**config.mk**
```make
export PLATFORM = sky130hd
export DESIGN_NAME = lock_supervisor
export DESIGN_NICKNAME = d
export VERILOG_FILES = /design/src/rtl/lock_pkg.sv /design/src/rtl/lock_blank_timer.sv /design/src/rtl/lock_criteria.sv /design/src/rtl/lock_fault_ctl.sv /design/src/rtl/lock_supervisor.sv
export SDC_FILE = /design/constraint.sdc
export NUM_CORES = 1
export LEC_CHECK = 0
export BUFFER_PORTS_ARGS = -buffer_cell sky130_fd_sc_hd__buf_2
export CORE_AREA = 2 2 137 139
export CTS_CLUSTER_SIZE = 25
export DETAILED_ROUTE_END_ITERATION = 10
export DIE_AREA = 0 0 139 141
export SYNTH_ARGS = -nofsm -noshare
export SYNTH_HDL_FRONTEND = slang
export SYNTH_SLANG_ARGS = --single-unit
```
**constraint.sdc**
```tcl
create_clock -name clk -period 2.1 [get_ports clk]
set_input_delay 0.315 -clock clk [delete_from_list [all_inputs] [get_ports clk]]
set_output_delay 0.315 -clock clk [all_outputs]
set_load 0.03 [all_outputs]
```
**src/rtl/lock_pkg.sv**
```systemverilog
package lock_pkg;
  localparam int NCHK = 6;

  typedef enum logic [1:0] {
    ST_IDLE   = 2'd0,
    ST_ALIGN  = 2'd1,
    ST_OPEN   = 2'd2,
    ST_CLOSED = 2'd3
  } ctl_state_e;

  typedef enum logic [2:0] {
    CZ_NONE     = 3'd0,
    CZ_KT_LOW   = 3'd1,
    CZ_NO_MOTOR = 3'd2,
    CZ_OL_FAST  = 3'd3,
    CZ_KT_WIN   = 3'd4,
    CZ_PER_JUMP = 3'd5,
    CZ_BEMF_HI  = 3'd6
  } cause_e;
endpackage

```
**src/rtl/lock_blank_timer.sv**
```systemverilog
module lock_blank_timer #(
  parameter int BLANK_CYC = 75_000_000
) (
  input  logic clk,
  input  logic rst_n,
  input  logic start,
  input  logic clr,
  output logic busy
);
  localparam int BW = (BLANK_CYC > 2) ? $clog2(BLANK_CYC) : 1;
  localparam logic [BW-1:0] LAST = BW'(BLANK_CYC - 1);

  logic [BW-1:0] cnt_q, cnt_d;
  logic          busy_q, busy_d;

  always_comb begin
    cnt_d  = cnt_q;
    busy_d = busy_q;
    if (clr) begin
      busy_d = 1'b0;
      cnt_d  = '0;
    end else if (start) begin
      busy_d = 1'b1;
      cnt_d  = '0;
    end else if (busy_q) begin
      if (cnt_q == LAST) busy_d = 1'b0;
      else               cnt_d  = cnt_q + 1'b1;
    end
  end

  always_ff @(posedge clk or negedge rst_n) begin
    if (!rst_n) begin
      cnt_q  <= '0;
      busy_q <= 1'b0;
    end else begin
      cnt_q  <= cnt_d;
      busy_q <= busy_d;
    end
  end

  assign busy = busy_q;

  p_blank_arm_r4: assert property (@(posedge clk) disable iff (!rst_n)
    (start && !clr) |=> busy);
endmodule

```
**src/rtl/lock_criteria.sv**
```systemverilog
module lock_criteria
  import lock_pkg::*;
#(
  parameter int KT_W        = 10,
  parameter int IU_W        = 10,
  parameter int FQ_W        = 12,
  parameter int PER_W       = 16,
  parameter int V_W         = 12,
  parameter int KT_MIN_MVHZ = 200,
  parameter int IU_MIN_MA   = 50,
  parameter int OL_MAX_HZ   = 200,
  parameter int BLANK_CYC   = 75_000_000
) (
  input  logic             clk,
  input  logic             rst_n,
  input  logic             hold,
  input  logic [1:0]       ctl_state,
  input  logic             align_done,
  input  logic [IU_W-1:0]  iu_ma,
  input  logic             handoff,
  input  logic [KT_W-1:0]  kt_meas,
  input  logic [KT_W-1:0]  kt_run,
  input  logic [FQ_W-1:0]  comm_freq,
  input  logic             comm_strobe,
  input  logic [PER_W-1:0] comm_per,
  input  logic [V_W-1:0]   bemf,
  input  logic [V_W-1:0]   vph_u,
  input  logic             elec_tick,
  output logic [NCHK-1:0]  hit
);
  localparam logic [KT_W-1:0] KT_MIN = KT_W'(KT_MIN_MVHZ);
  localparam logic [IU_W-1:0] IU_MIN = IU_W'(IU_MIN_MA);
  localparam logic [FQ_W-1:0] OL_MAX = FQ_W'(OL_MAX_HZ);

  logic             st_open, st_closed, st_idle;
  logic             blank_busy;
  logic [KT_W-1:0]  kt_ref_q, kt_ref_d;
  logic             ref_vld_q, ref_vld_d;
  logic [PER_W-1:0] prev_q, prev_d;
  logic             prev_vld_q, prev_vld_d;
  logic             seg_on_q, seg_on_d, seg_ok_q, seg_ok_d;
  logic             over;
  logic [KT_W:0]    run_x2, ref_x2, run_x1, ref_x1;
  logic [V_W+1:0]   bemf_x2, vph_x3;

  assign st_open   = (ctl_state == ST_OPEN);
  assign st_closed = (ctl_state == ST_CLOSED);
  assign st_idle   = (ctl_state == ST_IDLE);

  lock_blank_timer #(.BLANK_CYC(BLANK_CYC)) u_blank (
    .clk   (clk),
    .rst_n (rst_n),
    .start (handoff && !hold),
    .clr   (hold),
    .busy  (blank_busy)
  );

  assign run_x2  = {kt_run, 1'b0};
  assign run_x1  = {1'b0, kt_run};
  assign ref_x2  = {kt_ref_q, 1'b0};
  assign ref_x1  = {1'b0, kt_ref_q};
  assign bemf_x2 = {1'b0, bemf, 1'b0};
  assign vph_x3  = {2'b00, vph_u} + {1'b0, vph_u, 1'b0};
  assign over    = (bemf_x2 > vph_x3);

  always_comb begin
    hit    = '0;
    hit[0] = handoff && (kt_meas < KT_MIN);
    hit[1] = align_done && (iu_ma <= IU_MIN);
    hit[2] = st_open && (comm_freq > OL_MAX);
    hit[3] = st_closed && ref_vld_q && !blank_busy && !handoff &&
             ((run_x2 < ref_x1) || (run_x1 > ref_x2));
    hit[4] = st_closed && comm_strobe && prev_vld_q &&
             ({comm_per, 1'b0} < {1'b0, prev_q});
    hit[5] = !st_idle && elec_tick && seg_on_q && seg_ok_q && over;
  end

  always_comb begin
    kt_ref_d   = kt_ref_q;
    ref_vld_d  = ref_vld_q;
    prev_d     = prev_q;
    prev_vld_d = prev_vld_q;
    seg_on_d   = seg_on_q;
    seg_ok_d   = seg_ok_q;
    if (hold) begin
      ref_vld_d = 1'b0;
    end else if (handoff) begin
      kt_ref_d  = kt_meas;
      ref_vld_d = 1'b1;
    end
    if (hold || !st_closed) begin
      prev_vld_d = 1'b0;
    end else if (comm_strobe) begin
      prev_d     = comm_per;
      prev_vld_d = 1'b1;
    end
    if (hold || st_idle) begin
      seg_on_d = 1'b0;
      seg_ok_d = 1'b0;
    end else if (elec_tick) begin
      seg_on_d = 1'b1;
      seg_ok_d = 1'b1;
    end else begin
      seg_ok_d = seg_ok_q && over;
    end
  end

  always_ff @(posedge clk or negedge rst_n) begin
    if (!rst_n) begin
      kt_ref_q   <= '0;
      ref_vld_q  <= 1'b0;
      prev_q     <= '0;
      prev_vld_q <= 1'b0;
      seg_on_q   <= 1'b0;
      seg_ok_q   <= 1'b0;
    end else begin
      kt_ref_q   <= kt_ref_d;
      ref_vld_q  <= ref_vld_d;
      prev_q     <= prev_d;
      prev_vld_q <= prev_vld_d;
      seg_on_q   <= seg_on_d;
      seg_ok_q   <= seg_ok_d;
    end
  end

  p_window_blanked_r4: assert property (@(posedge clk) disable iff (!rst_n)
    blank_busy |-> !hit[3]);
  p_first_tick_quiet_r6: assert property (@(posedge clk) disable iff (!rst_n)
    !seg_on_q |-> !hit[5]);
endmodule

```
**src/rtl/lock_fault_ctl.sv**
```systemverilog
module lock_fault_ctl
  import lock_pkg::*;
#(
  parameter int RESTART_CYC = 1_250_000_000
) (
  input  logic            clk,
  input  logic            rst_n,
  input  logic [NCHK-1:0] hit,
  output logic            lock_pulse,
  output logic [2:0]      cause,
  output logic            hiz_en,
  output logic            restart_req
);
  localparam int RW = (RESTART_CYC > 2) ? $clog2(RESTART_CYC) : 1;
  localparam logic [RW-1:0] LAST = RW'(RESTART_CYC - 1);

  logic [2:0]    sel;
  logic          fire, expire;
  logic [RW-1:0] cnt_q, cnt_d;
  logic          hiz_q, hiz_d, lock_q, lock_d, rst_q, rst_d;
  logic [2:0]    cause_q, cause_d;

  always_comb begin
    sel = CZ_NONE;
    for (int i = NCHK - 1; i >= 0; i--) begin
      if (hit[i]) sel = 3'(i + 1);
    end
  end

  assign fire   = (|hit) && !hiz_q;
  assign expire = hiz_q && (cnt_q == LAST);

  always_comb begin
    lock_d  = fire;
    rst_d   = expire;
    hiz_d   = hiz_q;
    cause_d = cause_q;
    cnt_d   = cnt_q;
    if (fire) begin
      hiz_d   = 1'b1;
      cause_d = sel;
      cnt_d   = '0;
    end else if (expire) begin
      hiz_d   = 1'b0;
      cause_d = CZ_NONE;
    end else if (hiz_q) begin
      cnt_d   = cnt_q + 1'b1;
    end
  end

  always_ff @(posedge clk or negedge rst_n) begin
    if (!rst_n) begin
      lock_q  <= 1'b0;
      rst_q   <= 1'b0;
      hiz_q   <= 1'b0;
      cause_q <= CZ_NONE;
      cnt_q   <= '0;
    end else begin
      lock_q  <= lock_d;
      rst_q   <= rst_d;
      hiz_q   <= hiz_d;
      cause_q <= cause_d;
      cnt_q   <= cnt_d;
    end
  end

  assign lock_pulse  = lock_q;
  assign restart_req = rst_q;
  assign hiz_en      = hiz_q;
  assign cause       = cause_q;

  p_lock_enters_hiz_r7: assert property (@(posedge clk) disable iff (!rst_n)
    lock_pulse |-> hiz_en);
  p_restart_releases_r7: assert property (@(posedge clk) disable iff (!rst_n)
    restart_req |-> (!hiz_en && cause == 3'd0));
  p_cause_present_r8: assert property (@(posedge clk) disable iff (!rst_n)
    hiz_en |-> (cause != 3'd0));
  p_cause_frozen_r9: assert property (@(posedge clk) disable iff (!rst_n)
    (hiz_en && !lock_pulse) |-> $stable(cause));
  p_no_relock_r9: assert property (@(posedge clk) disable iff (!rst_n)
    hiz_en |=> !lock_pulse);
endmodule

```
**src/rtl/lock_supervisor.sv**
```systemverilog
module lock_supervisor
  import lock_pkg::*;
#(
  parameter int KT_W        = 10,
  parameter int IU_W        = 10,
  parameter int FQ_W        = 12,
  parameter int PER_W       = 16,
  parameter int V_W         = 12,
  parameter int KT_MIN_MVHZ = 200,
  parameter int IU_MIN_MA   = 50,
  parameter int OL_MAX_HZ   = 200,
  parameter int BLANK_CYC   = 75_000_000,
  parameter int RESTART_CYC = 1_250_000_000
) (
  input  logic             clk,
  input  logic             rst_n,
  input  logic [1:0]       ctl_state,
  input  logic             align_done,
  input  logic [IU_W-1:0]  iu_ma,
  input  logic             handoff,
  input  logic [KT_W-1:0]  kt_meas,
  input  logic [KT_W-1:0]  kt_run,
  input  logic [FQ_W-1:0]  comm_freq,
  input  logic             comm_strobe,
  input  logic [PER_W-1:0] comm_per,
  input  logic [V_W-1:0]   bemf,
  input  logic [V_W-1:0]   vph_u,
  input  logic             elec_tick,
  output logic             lock_pulse,
  output logic [2:0]       cause,
  output logic             hiz_en,
  output logic             restart_req
);
  logic [NCHK-1:0] hit;

  lock_criteria #(
    .KT_W(KT_W), .IU_W(IU_W), .FQ_W(FQ_W), .PER_W(PER_W), .V_W(V_W),
    .KT_MIN_MVHZ(KT_MIN_MVHZ), .IU_MIN_MA(IU_MIN_MA),
    .OL_MAX_HZ(OL_MAX_HZ), .BLANK_CYC(BLANK_CYC)
  ) u_crit (
    .clk         (clk),
    .rst_n       (rst_n),
    .hold        (hiz_en),
    .ctl_state   (ctl_state),
    .align_done  (align_done),
    .iu_ma       (iu_ma),
    .handoff     (handoff),
    .kt_meas     (kt_meas),
    .kt_run      (kt_run),
    .comm_freq   (comm_freq),
    .comm_strobe (comm_strobe),
    .comm_per    (comm_per),
    .bemf        (bemf),
    .vph_u       (vph_u),
    .elec_tick   (elec_tick),
    .hit         (hit)
  );

  lock_fault_ctl #(.RESTART_CYC(RESTART_CYC)) u_ctl (
    .clk         (clk),
    .rst_n       (rst_n),
    .hit         (hit),
    .lock_pulse  (lock_pulse),
    .cause       (cause),
    .hiz_en      (hiz_en),
    .restart_req (restart_req)
  );

  p_reset_quiet_r10: assert property (@(posedge clk) disable iff (!rst_n)
    $rose(rst_n) |-> (!lock_pulse && !hiz_en && !restart_req));
endmodule

```
==> results of run 1 <==
[worst max-delay path, stage by stage]
cell,delay [ps]
buf_2,110
ha_1,330
o211ai_1,340
a21oi_4,60
o21ai_2,190
nand2b_1,100
a21oi_2,160
xnor2_1,80
ha_1,300
and3_4,190
nand2_2,60
o41a_1,390
o211a_1,160
a21oi_4,170
buf_4,140
nand3_4,70
buf_8,180
a31oi_4,140
[cell usage after synthesis, drive strengths merged, types with 5 or more instances]
master    n  share of area [%]
ha       59                 12
nand2    56                3.4
inv      43                2.6
clkbuf   11               0.67
nand2b    8               0.81
nor2     76                4.6
a21o      8               0.97
nor3     10               0.81
nand4    15                1.5
and2      6               0.61
o21ai    25                2.0
nor4      8               0.81
and4      6               0.85
a41oi     6               0.85
xor2     33                4.7
a31oi    12                1.3
xnor2    16                2.3
nand3    21                1.7
a21oi    39                3.4
a211oi    6               0.93
and3     11                1.1
a2111oi   5                1.1
dfrtp    95                 38
mux2     17                3.1
a211o     5               0.71
[cell families (layout without fill, tap and decap cells)]
kind of cell | count (synthesis) | after routing | synth area share, %
XOR/XNOR | 49 | 49 | 6.92
multiplexers | 19 | 19 | 3.41
adder cells (fa/ha/maj) | 60 | 60 | 12.2
buffers and inverters | 57 | 292 | 3.63
AND/OR/NAND/NOR | 238 | 238 | 18.9
flip-flops | 95 | 95 | 38.3
AO/OA/AOI/OAI | 142 | 142 | 16.6
[sequential cells by signal, indices dropped and copies added (netlist names), 3 cells and up]
name                  count
u_crit.kt_ref_q          10
u_crit.prev_q            16
u_crit.u_blank.cnt_q     27
u_ctl.cause               3
u_ctl.cnt_q              31
[cell type report]
type                            instances  area [um^2]
Clock buffer                           10          229
Clock inverter                          6         66.3
Fill cell                            1732         9440
Inverter                               43          161
Multi-Input combinational cell        508         4070
Sequential cell                        95         2380
Tap cell                              234          293
Timing Repair Buffer                  233         1630
[placed cells by master, fill, tap and decap left out, types with 17 or more instances in the layout]
cell | netlist | final
mux2_2 | 17 | 17
xor2_1 | 33 | 31
buf_2 | 0 | 89
dfrtp_1 | 95 | 95
nor2_1 | 76 | 58
a21oi_1 | 37 | 26
o21ai_0 | 25 | 20
nand2_1 | 56 | 51
buf_4 | 1 | 129
inv_1 | 43 | 42
ha_1 | 59 | 54
[power by group]
group,internal (W),switching (W),total [W]
sequential,0.00187,0.0000309,0.00190
combinational,0.000432,0.000420,0.000852
clock,0.000933,0.000755,0.00169
[what timing repair did]
item,4_1_cts,5_1_grt
endpoints found under the hold margin,29,0
gates resized for setup,56,46
setup endpoints to repair,63,65
hold buffers,1,0
setup buffers,6,8
pin swaps,46,30
gates cloned,0,1
[how the worst max path moves through the flow]
stage                   from               to  slack [ps]
global placement    vph_u[1]   u_ctl.cnt_q[6]       -1430
detailed placement  vph_u[1]   u_ctl.cnt_q[6]       -1530
global route        vph_u[3]   u_ctl.cnt_q[7]       -1280
CTS                 vph_u[1]  u_ctl.cnt_q[27]       -1010
floorplan           vph_u[0]  u_ctl.cnt_q[20]       -1160
finish              vph_u[3]   u_ctl.cnt_q[8]       -1110
[routing by layer]
| metal | global-route usage [%] | up-vias | part of all wire (%) |
|---|---|---|---|
| li1 | - | 2837 | - |
| met1 | 21.9 | 2752 | 47 |
| met2 | 28.8 | 102 | 49 |
| met3 | 2.21 | 17 | 3.2 |
| met4 | 5.00 | 0 | 1.4 |
| met5 | 0 | - | 0 |
[metrics by stage]
stage                     area [um^2]  worst slack, ps  util (%)  total power, W
after floorplan                  6290            -1160         -         0.00232
after global placement           7980            -1430      43.7         0.00270
after detailed placement         7980            -1530      43.7         0.00271
after CTS                        8560            -1010      46.9         0.00444
after global routing             8830            -1280      48.3         0.00464
final                            8830            -1110      48.3         0.00444
==> qor.txt, run 1 <==
Via count of the first global-routing pass = 5,672
Synth warnings = 0
Worst-case register-to-register setup slack = -460 ps
Detailed Route Iter0 Violations = 158
Worst IR Drop VDD = 0.000302 V
Final-report max-slew violation count = 0
Area of the placeable core = 0.0183 mm^2
Final period demand of the worst path = 3210 ps
Vert. Die Dim = 141 um
Startpoint kind of the worst setup timing path = input pin
Peak clock frequency supported by timing = 312 MHz
Setup TNS = -39,640 ps
Outcome = finished, violations left
Startpoint of the lowest-slack register-to-register path = u_crit.prev_q[10]
Setup repair after global routing missed its margin = true
Initial standard-cell utilization of the core = 33.9%
Final worst hold slack = 180 ps
ANT cells = 0
Average wire per cell in the routed design = 14.4 um
Synth unique cells = 64
Worst-case clock skew = 12.8 ps
Clock input transition at the sequential cells of the worst setup and hold paths = 70 ps
Maximum count of clock buffers along a single path = 2
Failing checks = negative setup slack
Most used DFF post-synth = dfrtp_1
Antenna violations before repair = 0
Sinks on the clock net = 95
IO Count = 96
I/O Buffers = 95
Remaining number of nets flagged by the antenna check after routing = 0
Critical-path maximum fanout = 7
Routed Wire Length = 16,300 um
Layout cell share with drive strength beyond 1 = 39.2%
Flops & latches, synth = 95
Number of endpoints with negative hold slack in the final report = 0
Kind of path behind the tightest hold check = input pin to flop
Clock buffers created by TritonCTS = 9
Global-route wire length before repair = 27,000 um
CTS root buffer = clkbuf_16
Leakage component of the power = 4.10 nW
Post-DR vias/cell = 5.06
Count of placed standard cells including taps = 1,101
# H-tree levels = 3
Pwr/cell area = 503 mW/mm^2
Worst max-slew margin expressed relative to the limit = 56.0%
Worst hold endpoint = u_crit.kt_ref_q[1]
Final period util = 153%
Sequential share of the synthesized area = 38.3%
Number of max-capacitance violations reported = 0
Half-perimeter wire length of the detailed placement result = 12,300 um
Crit Path Category = input pin to flop
Total routing resource utilization after global routing = 16.7%
Count of flip-flops with a built-in enable after synthesis = 0
Clock tree from TritonCTS = yes
Global placement routability congestion = 0.822
Worst Setup Slack, final = -1110 ps
Worst r2r dst = u_ctl.cnt_q[28]
Net count of the finished layout = 1,040
Global-route congestion overflow total = 0
Async set-or-reset flop fraction in the synthesized netlist = 100%
Pin count of the biggest net entering global routing = 49
Least-Margin Pin Slew = 658 ps
First-pass DRT Iterations = 4
Critical path endpoint category = flop
Die boundary width = 139 um
Origin of the worst min-delay path = kt_meas[1]
Final setup violation count = 54
Combined area of all synthesized cells = 0.00620 mm^2
Cells on worst reg2reg path = 10
Mean instance size in the synthesized netlist = 9.39 um^2
Number of standard-cell rows in the floorplan = 50
Hold path depth = 3
Number of instances in the synthesized netlist = 660
WP data required = 2370 ps
Detailed-route DRC error count = 0
Area growth from synthesis to layout = 42.4%
Layout Cells excl Fill = 1,129
Post-Syn Nets = 810
Area of the die = 0.0196 mm^2
Later-pin clock latency in the skew report = 360 ps
Number of vias in the routed layout = 5,708
Arrival time reported for the critical path endpoint = 3480 ps
Note: power is estimated with default switching activity, not from simulation.
==> inputs of run 2 (changes only) <==
BUFFER_PORTS_ARGS = -buffer_cell sky130_fd_sc_hd__buf_4   (was -buffer_cell sky130_fd_sc_hd__buf_2)
==> qor.txt, run 2 (same netlist as run 1, synthesis figures left out) <==
Crit Path Category = input pin to flop
Later-pin clock latency in the skew report = 360 ps
Antenna violations before repair = 0
Combined area of the multi-input logic cells = 0.00393 mm^2
Post-DR vias/cell = 4.98
Outcome = finished, violations left
Final-report max-slew violation count = 0
Least-Margin Pin Slew = 614 ps
Arrival time reported for the critical path endpoint = 3450 ps
IO Count = 96
Number of max-capacitance violations reported = 0
I/O Buffers = 95
Global-route wire length before repair = 27,100 um
Detailed Route Iter0 Violations = 170
# H-tree levels = 3
Die boundary width = 139 um
Clock buffers created by TritonCTS = 9
CTS root buffer = clkbuf_16
Worst max-slew margin expressed relative to the limit = 58.9%
Critical path endpoint category = flop
Detailed-route DRC error count = 0
Average wire per cell in the routed design = 14.3 um
Worst-case clock skew = 11.7 ps
Worst r2r dst = u_ctl.cnt_q[26]
Setup crit start = vph_u[4]
Vert. Die Dim = 141 um
Worst IR Drop VDD = 0.000400 V
Largest register FFs = 31
Area of the die = 0.0196 mm^2
Final period demand of the worst path = 3160 ps
Worst-case register-to-register setup slack = -390 ps
Clock input transition at the sequential cells of the worst setup and hold paths = 70 ps
Final period util = 151%
Most common cell after layout, fill and taps aside = buf_4
Peak clock frequency supported by timing = 316 MHz
Net count of the finished layout = 1,033
Post-layout utilization of the core = 48.4%
Setup repair after global routing missed its margin = true
ANT cells = 0
Register name with the most flops = u_ctl.cnt_q
Critical-path maximum fanout = 13
Routed Wire Length = 16,100 um
Area of the placeable core = 0.0183 mm^2
Worst Setup Slack, final = -1060 ps
WP data required = 2390 ps
Final setup violation count = 60
Global-route congestion overflow total = 0
Pin count of the biggest net entering global routing = 48
Startpoint of the lowest-slack register-to-register path = u_crit.prev_q[10]
Remaining number of nets flagged by the antenna check after routing = 0
Total chip power = 0.00436 W
Sinks on the clock net = 95
First-pass DRT Iterations = 4
Half-perimeter wire length of the detailed placement result = 12,100 um
Kind of path behind the tightest hold check = input pin to flop
Number of vias in the routed layout = 5,593
Number of standard-cell rows in the floorplan = 50
Area growth from synthesis to layout = 42.6%
Final worst hold slack = 165 ps
Regs by FF count = u_ctl.cnt_q x31, u_crit.u_blank.cnt_q x27, u_crit.prev_q x16
Setup TNS = -39,720 ps
Origin of the worst min-delay path = kt_meas[1]
Filler Cells Inserted = 1,714
Commonest cells after routing, fill and taps aside = 209 x buf_4, 95 x dfrtp_1, 65 x nor2_1
Startpoint kind of the worst setup timing path = input pin
Cells on worst reg2reg path = 10
Number of endpoints with negative hold slack in the final report = 0
Initial standard-cell utilization of the core = 33.9%
Leakage component of the power = 4.08 nW
Clock tree from TritonCTS = yes
Failing checks = negative setup slack
Total routing resource utilization after global routing = 16.9%
Pwr/cell area = 493 mW/mm^2
Sequential cell area = 0.00238 mm^2
Maximum count of clock buffers along a single path = 2
Global placement routability congestion = 0.818
End of the critical path = u_ctl.cnt_q[26]
Layout cell share with drive strength beyond 1 = 36.6%
Via count of the first global-routing pass = 5,709
## run 2: final cells by class
| class | count | area share (%) |
|---|---|---|
| Timing Repair Buffer | 226 | 20.3 |
| Tap cell | 234 | 3.31 |
| Multi-Input combinational cell | 508 | 44.5 |
| Inverter | 43 | 1.83 |
| Clock buffer | 9 | 2.55 |
| Clock inverter | 7 | 0.623 |
| Sequential cell | 95 | 26.9 |
## run 2: worst max-delay path, cell delays in order
cell and delay [ps]:
buf_4 120, ha_1 320, buf_4 150, o211ai_1 130
a21oi_4 50, o21ai_1 210, nand2b_1 80, a21oi_1 200
xnor2_1 90, ha_1 290, and3_4 200, nand2_2 50
o41a_1 420, o211a_1 160, a21oi_4 160, buf_6 140
a21oi_4 80, buf_12 180, nor2_2 80
## run 2: metrics by stage
stage / worst slack (ps) / instances / cell area (um^2)
finish: -1060 / 1122 / 8840
global route: -1230 / 1122 / 8840
CTS: -1030 / 1116 / 8710
detailed placement: -1480 / 1092 / 8140
global placement: -1430 / 1092 / 8140
floorplan: -1160 / 660 / 6290
## run 2: per-layer routing
layer  track usage [%]  wire [um]  vias up
met1              22.3       7700     2664
met4              5.53        236        0
li1                  -          -     2837
met5                 0          0        -
met3              2.38        500       13
met2              28.6       7660       79
## run 2: timing repair
action / CTS / global route
setup endpoints to repair: 60 / 63
resized for setup: 47 / 17
hold buffers: 1 / 0
cloned: 0 / 0
buffers inserted: 9 / 6
endpoints found under the hold margin: 29 / 0
pin swaps: 45 / 12
## run 2: worst min path at each step
stage | to | slack (ps) | cells past startpoint
finish | u_crit.kt_ref_q[1] | 160 | 3
global route | u_crit.kt_ref_q[2] | 180 | 3
CTS | u_crit.kt_ref_q[1] | 160 | 3
detailed placement | u_crit.prev_q[6] | 290 | 1
global placement | u_crit.prev_q[7] | 290 | 1
floorplan | u_crit.kt_ref_q[0] | 20 | 0
## run 2: where the power goes
group / total, W / internal (W) / switching (W)
Clock: 0.00159 / 0.000816 / 0.000778
Sequential: 0.00190 / 0.00187 / 0.0000316
Combinational: 0.000866 / 0.000463 / 0.000403
